## src/rtl/spi_hold_gate.sv

```systemverilog
module spi_hold_gate #(
  parameter int SYNC_STAGES = 2
) (
  input  logic clk,
  input  logic rst_n,
  input  logic cs_n_pin,
  input  logic sck_pin,
  input  logic si_pin,
  input  logic hold_n_pin,
  input  logic so_oe_req,
  output logic sck_rise_en,
  output logic sck_fall_en,
  output logic si_data,
  output logic paused,
  output logic so_oe
);
  localparam int PINS = 4;
  localparam logic [PINS-1:0] IDLE_LEVELS = 4'b1010;

  logic [PINS-1:0] sync_q [SYNC_STAGES];
  logic cs_s, sck_s, hold_s, si_s, sck_d;

  generate
    for (genvar g = 0; g < SYNC_STAGES; g++) begin : g_sync
      if (g == 0) begin : g_first
        always_ff @(posedge clk or negedge rst_n)
          if (!rst_n) sync_q[0] <= IDLE_LEVELS;
          else        sync_q[0] <= {cs_n_pin, sck_pin, hold_n_pin, si_pin};
      end else begin : g_next
        always_ff @(posedge clk or negedge rst_n)
          if (!rst_n) sync_q[g] <= IDLE_LEVELS;
          else        sync_q[g] <= sync_q[g-1];
      end
    end
  endgenerate

  assign {cs_s, sck_s, hold_s, si_s} = sync_q[SYNC_STAGES-1];

  always_ff @(posedge clk or negedge rst_n)
    if (!rst_n)      sck_d <= 1'b0;
    else             sck_d <= sck_s;

  always_ff @(posedge clk or negedge rst_n)
    if (!rst_n)      paused <= 1'b0;
    else if (cs_s)   paused <= 1'b0;
    else if (!sck_s) paused <= !hold_s;

  wire live = !cs_s && !paused;

  assign sck_rise_en = live &&  sck_s && !sck_d;
  assign sck_fall_en = live && !sck_s &&  sck_d;
  assign si_data     = si_s;
  assign so_oe       = so_oe_req && hold_n_pin && !cs_n_pin;
endmodule


```

## config.mk

```make
export PLATFORM = sky130hd
export DESIGN_NAME = spi_hold_gate
export DESIGN_NICKNAME = d
export VERILOG_FILES = /design/src/rtl/spi_hold_gate.sv
export SDC_FILE = /design/constraint.sdc
export NUM_CORES = 1
export LEC_CHECK = 0
export BUFFER_PORTS_ARGS = -buffer_cell sky130_fd_sc_hd__buf_2
export CAP_MARGIN = 10
export CORE_AREA = 3 3 40 42
export CTS_CLUSTER_SIZE = 40
export DETAILED_ROUTE_END_ITERATION = 7
export DIE_AREA = 0 0 43 45
export PLACE_DENSITY_LB_ADDON = 0.1
export SYNTH_ARGS = -nofsm -noshare
export SYNTH_HDL_FRONTEND = slang
export SYNTH_SLANG_ARGS = --single-unit
```

## constraint.sdc

```tcl
create_clock -name clk -period 1.5 [get_ports clk]
set_clock_uncertainty 0.1 [all_clocks]
set_input_delay 0.45 -clock clk [delete_from_list [all_inputs] [get_ports clk]]
set_output_delay 0.45 -clock clk [all_outputs]
set_load 0.02 [all_outputs]
```

==> impl_metrics.py, run 1 <==
metrics = {
    "clock_network": {
        "numClockSinks": 10,
        "clockBufferDepth": 2,
        "clk_latency_ns": 0.26,
        "htree_levels": 1,
        "numCtsBuffers": 3,
        "clk_pin_slew_ns": 0.07,
        "cts_tree": "yes",
        "clock-root-buffer": "clkbuf_4",
    },
    "placed_design": {
        "gp_congestion": 0.663,
        "io_buffers": 11,
    },
    "power": {
        "p_leak_nw": 0.216,
        "power_density_nw_per_um2": 1230,
        "ir_worst_vdd_uv": 527,
    },
    "final_layout": {
        "final_nets": 43,
        "syn2layout_area_growth_pct": 57.7,
        "diodes": 0,
        "n_fill_cell": 138,
        "layout-drive-gt1-share_pct": 71.4,
        "utilization_pct": 36.7,
    },
    "grt": {
        "grt_max_degree": 11,
        "grt_util_met3_pct": 2.79,
        "grt_pass1_wl_um": 876,
        "busiest_layer": "met4",
        "grt_pass1_vias": 207,
        "use_met2_pct": 8.98,
        "grt_use_met1_pct": 7.29,
        "grt_usage_pct": 6.84,
        "gr-total-overflow": 0,
        "antenna_found_initial": 0,
    },
    "floorplanning": {
        "start_util_pct": 23.3,
        "chipWidth_um": 43,
        "die_h_um": 45,
        "num_io_pins": 12,
        "coreArea_um2": 1280,
        "rows": 13,
        "dieArea_um2": 1940,
    },
    "timing": {
        "tns_ns": -0.325,
        "relSlewSlack_pct": 86.4,
        "worst_slack_ns": -0.189,
        "period_share_pct": 113,
        "min_period_ns": 1.69,
        "setup_viol": 2,
        "fmax_mhz": 592,
        "hold_viol": 0,
        "rsz0062_at_grt": "yes",
        "slew_viol_final": 0,
        "holdWs_ns": 0.190,
        "tightest_slew_ns": 0.204,
    },
    "logic_synthesis": {
        "yosys_warnings": 0,
        "synthDistinctLibCells": 7,
        "yosysSeqAreaShare_pct": 85.4,
        "synth_area_leaders": "dfrtp_1 50%, dfstp_2 35%, nor4b_1 5.9%",
        "yosysMostFrequentCell": "dfrtp_1",
        "postSynth.asyncResetShare_pct": 100,
        "synth_common_cells": "6 x dfrtp_1, 4 x dfstp_2, 2 x nand2_1, 2 x nor4b_1",
        "yosys.area.top_type_share_pct": 50.2,
        "synth_ff_type": "dfrtp_1",
        "syn-cell-area_um2": 299,
        "syn_avg_cell_area_um2": 17.6,
        "synth_edf_count": 0,
        "synth_cells": 17,
        "synthesis.nets": 24,
        "synth_area_leader_cell": "dfrtp_1",
        "synth-seq-cells": 10,
    },
    "hold_path": {
        "hold_depth": 1,
        "hp-class": "input pin to register",
        "hold_path_end": "sync_q[4]$_DFF_PN0_",
        "worstHoldStart": "si_pin",
    },
    "worst_setup_path": {
        "r2r-start": "sck_s$_DFF_PN0_",
        "start_kind": "register",
        "worst_ep_required_time_ns": 0.95,
        "reg2reg_to": "paused$_DFFE_PN0P_",
        "ff2ff_path_depth": 2,
        "reg2reg_slack_ns": 0.52,
        "crit_fanout": 5,
        "path_class": "register to output pin",
        "cp.arrival_ns": 1.14,
        "cp-end-kind": "output pin",
    },
    "route": {
        "drt_iter0_drc": 0,
        "vias_per_cell": 3.94,
        "drt-total-wl_um": 483,
        "drc": 0,
        "vias": 197,
        "wl_per_cell_um": 9.66,
        "final_antenna_net_count": 0,
        "drt-pass1-iter-count": 1,
    },
    "run_status": {
        "outcome": "finished, violations left",
        "violations": "negative setup slack",
    },
    "run": {
        "drv_cap": 0,
    },
}
[power breakdown]
part           total (mW)  internal, mW  switching [mW]
Clock               0.235         0.147          0.0879
Combinational      0.0454        0.0244          0.0211
Sequential          0.298         0.288         0.00960
Total               0.578         0.459           0.119
[metrics by stage]
| step | instances | instance area, µm² | worst slack [ns] | power [mW] |
|---|---|---|---|---|
| global placement | 43 | 385 | 0.110 | 0.334 |
| floorplan | 17 | 312 | -0.00968 | 0.314 |
| CTS | 50 | 459 | -0.201 | 0.585 |
| global route | 50 | 472 | -0.253 | 0.606 |
| finish | 50 | 472 | -0.189 | 0.578 |
| detailed placement | 43 | 385 | 0.0725 | 0.335 |
[what timing repair did]
item	in CTS	in global routing
hold buffers	1	0
setup endpoints to repair	2	3
resized for setup	4	3
pin swaps	2	0
buffers inserted	2	0
hold endpoints to repair	6	0
[flip-flops by register name, summed over array words and instances (netlist names)]
name / cells
cs_s: 1
hold_s: 1
paused: 1
sck_d: 1
sck_s: 1
si_data: 1
sync_q: 4
[cell families after synthesis]
group | after synthesis | synth area share [%]
DFF | 10 | 85.4
AOI/OAI and AO/OA | 1 | 2.93
and+or+nand+nor | 6 | 11.7
[critical path: stages, from the launching register on]
cell     delay [ns]
dfrtp_1        0.43
nor4b_2        0.27
buf_4          0.18
[how the worst max path moves through the flow]
| stage | depth (start not counted) | end | slack [ns] | start |
|---|---|---|---|---|
| detailed placement | 2 | sck_fall_en | 0.07 | sck_s$_DFF_PN0_ |
| global route | 2 | sck_fall_en | -0.25 | sck_s$_DFF_PN0_ |
| finish | 2 | sck_fall_en | -0.19 | sck_s$_DFF_PN0_ |
| global placement | 2 | sck_fall_en | 0.11 | sck_s$_DFF_PN0_ |
| CTS | 2 | sck_fall_en | -0.20 | sck_s$_DFF_PN0_ |
| floorplan | 1 | sck_fall_en | -0.01 | paused$_DFFE_PN0P_ |
[routing by layer]
metal	wire (µm)	share of wire [%]
met1	184	38
met2	243	50
met3	56	12
met4	0	0
met5	0	0
[placed cells by master (no fill, tap or decap)]
cell | netlist | routed
dfstp_2 | 4 | 4
nor4b_4 | 0 | 1
clkbuf_8 | 0 | 1
buf_2 | 0 | 8
clkbuf_4 | 0 | 3
nor4b_2 | 0 | 1
dlygate4sd3_1 | 0 | 1
a21oi_2 | 1 | 1
buf_4 | 0 | 3
dfrtp_1 | 6 | 5
nand2_1 | 2 | 2
buf_6 | 0 | 2
or2_1 | 1 | 1
nor2_1 | 1 | 1
dfrtp_2 | 0 | 1
[layout make-up]
type                    instances  area [µm²]  share of cell area [%]
multi-input cells               7        65.1                    13.8
flip-flops and latches         10         256                    54.4
repair buffers                 14        95.1                    20.2
well taps                      15        18.8                    3.98
clock buffers                   4        36.3                    7.69
No activity file was read; power rests on OpenSTA's default activity.
==> inputs of run 2 (changes only) <==
Settings changed: PLACE_DENSITY_LB_ADDON 0.1 to 0.05.
==> run 2 against run 1 <==
Against the previous run: the run still ends with negative setup slack left; setup slack gained 0.0069 ns; clock-buffer cell count is the same; die area is the same; critical endpoint unchanged; largest power group unchanged.
==> impl_metrics.py, run 2 (same netlist as run 1, synthesis figures left out) <==
metrics = {
    "worst_setup_path": {
        "cp-end-kind": "output pin",
        "reg2reg_slack_ns": 0.43,
        "reg2reg_to": "paused$_DFFE_PN0P_",
        "start_kind": "register",
        "ff2ff_path_depth": 3,
        "cpMaxStageDelayCell": "dfrtp_1",
        "worst_ep_required_time_ns": 0.95,
        "crit_chain": "nor4b_2, buf_2",
        "path_class": "register to output pin",
        "crit_family": "flip-flops",
        "r2r-start": "sck_s$_DFF_PN0_",
        "slowest_delay_ns": 0.41,
        "crit_buf_inv": 1,
        "cp.arrival_ns": 1.13,
        "crit_fanout": 4,
    },
    "clock_network": {
        "clk_latency_ns": 0.26,
        "cts_tree": "yes",
        "clk_pin_slew_ns": 0.06,
        "clock-root-buffer": "clkbuf_4",
        "numClockSinks": 10,
        "numCtsBuffers": 3,
        "clockBufferDepth": 2,
        "htree_levels": 1,
    },
    "route": {
        "drt-pass1-iter-count": 1,
        "drc": 0,
        "vias_per_cell": 3.88,
        "wl_per_cell_um": 9.51,
        "drt_iter0_drc": 0,
        "final_antenna_net_count": 0,
        "vias": 190,
        "drt-total-wl_um": 466,
    },
    "timing": {
        "setup_viol": 2,
        "relSlewSlack_pct": 85.7,
        "slew_viol_final": 0,
        "fmax_mhz": 594,
        "rsz0062_at_grt": "yes",
        "tightest_slew_ns": 0.215,
        "min_period_ns": 1.68,
        "worst_slack_ns": -0.183,
        "period_share_pct": 112,
        "hold_viol": 0,
        "tns_ns": -0.318,
    },
    "final_layout": {
        "layout_commonest_cell": "buf_2",
        "final_cell_mix": "10 x buf_2, 6 x dfrtp_1, 4 x dfstp_2, 3 x clkbuf_4",
        "final_nets": 42,
        "diodes": 0,
        "top_register": "sync_q",
        "syn2layout_area_growth_pct": 47.7,
        "n_fill_cell": 120,
        "largest_reg_flops": 4,
        "layout-drive-gt1-share_pct": 67.6,
    },
    "hold_path": {
        "hp-class": "input pin to register",
        "worstHoldStart": "si_pin",
        "hold_path_end": "sync_q[4]$_DFF_PN0_",
        "hold_depth": 1,
    },
    "run_status": {
        "outcome": "finished, violations left",
        "violations": "negative setup slack",
    },
    "grt": {
        "grt_pass1_wl_um": 800,
        "gr-total-overflow": 0,
        "grt_pass1_vias": 171,
        "grt_usage_pct": 6.42,
        "antenna_found_initial": 0,
        "grt_max_degree": 11,
    },
    "floorplanning": {
        "dieArea_um2": 1940,
        "rows": 13,
        "coreArea_um2": 1280,
        "num_io_pins": 12,
        "die_h_um": 45,
        "chipWidth_um": 43,
        "start_util_pct": 23.3,
    },
    "power": {
        "p_leak_nw": 0.206,
        "power_density_nw_per_um2": 1290,
        "p_clk_share_pct": 41.4,
        "switching_share_pct": 20.5,
        "power.switching_uw": 117,
        "pwr-share-comb_pct": 6.7,
        "power_frac_seq_pct": 51.9,
        "internal-power_uw": 453,
        "ir_worst_vdd_uv": 537,
    },
    "placed_design": {
        "dp_slack_ns": 0.0316,
        "gp_congestion": 0.715,
        "io_buffers": 11,
    },
    "run": {
        "drv_cap": 0,
    },
}
## run 2: worst register-to-register path: stages (launching register included)
cell	delay (ns)
dfrtp_1	0.41
buf_4	0.15
or2_1	0.23
a21oi_2	0.12
## run 2: layer usage
layer	track usage [%]	wire [µm]
met1	6.53	201
met2	7.78	211
met3	5.98	50
met4	5.42	4
met5	0	0
## run 2: final cells by class
| class | instances | area [µm²] | area share [%] |
|---|---|---|---|
| Clock buffer | 4 | 36.3 | 8.22 |
| Multi-Input combinational cell | 7 | 56.3 | 12.7 |
| Sequential cell | 10 | 255 | 57.8 |
| Tap cell | 15 | 18.8 | 4.25 |
| Timing Repair Buffer | 13 | 75.1 | 17.0 |
## run 2: power groups by stage
stage	sequential [mW]	combinational, mW	clock (mW)
6_report	0.296	0.0382	0.236
5_1_grt	0.297	0.0419	0.268
4_1_cts	0.296	0.0385	0.246
3_5_place_dp	0.301	0.0342	0
3_3_place_gp	0.300	0.0340	0
2_1_floorplan	0.303	0.0113	0
## run 2: how the worst max path moves through the flow
stage	startpoint	to	slack, ns	cells past startpoint
3_5_place_dp	sck_s$_DFF_PN0_	sck_fall_en	0.03	2
4_1_cts	sck_s$_DFF_PN0_	sck_fall_en	-0.23	2
2_1_floorplan	paused$_DFFE_PN0P_	sck_fall_en	-0.01	1
5_1_grt	sck_s$_DFF_PN0_	sck_fall_en	-0.28	2
3_3_place_gp	sck_s$_DFF_PN0_	sck_fall_en	0.10	2
6_report	sck_s$_DFF_PN0_	sck_fall_en	-0.18	2
## run 2: per-stage QoR
stage / cells / util [%] / cell area, µm² / total power [mW] / hold slack, ns
2_1_floorplan: 17 / - / 312 / 0.314 / 0.0544
3_3_place_gp: 43 / 30.0 / 385 / 0.334 / 0.219
3_5_place_dp: 43 / 30.0 / 385 / 0.335 / 0.218
4_1_cts: 49 / 34.2 / 439 / 0.581 / 0.182
5_1_grt: 49 / 34.4 / 442 / 0.607 / 0.163
6_report: 49 / 34.4 / 442 / 0.570 / 0.193
## run 2: repair_timing
| action | in CTS | in global routing |
|---|---|---|
| hold endpoints to repair | 6 | 0 |
| buffers inserted | 1 | 0 |
| endpoints found under the setup margin | 2 | 2 |
| hold buffers | 1 | 0 |
| gates resized for setup | 0 | 1 |
| pin swaps | 1 | 1 |
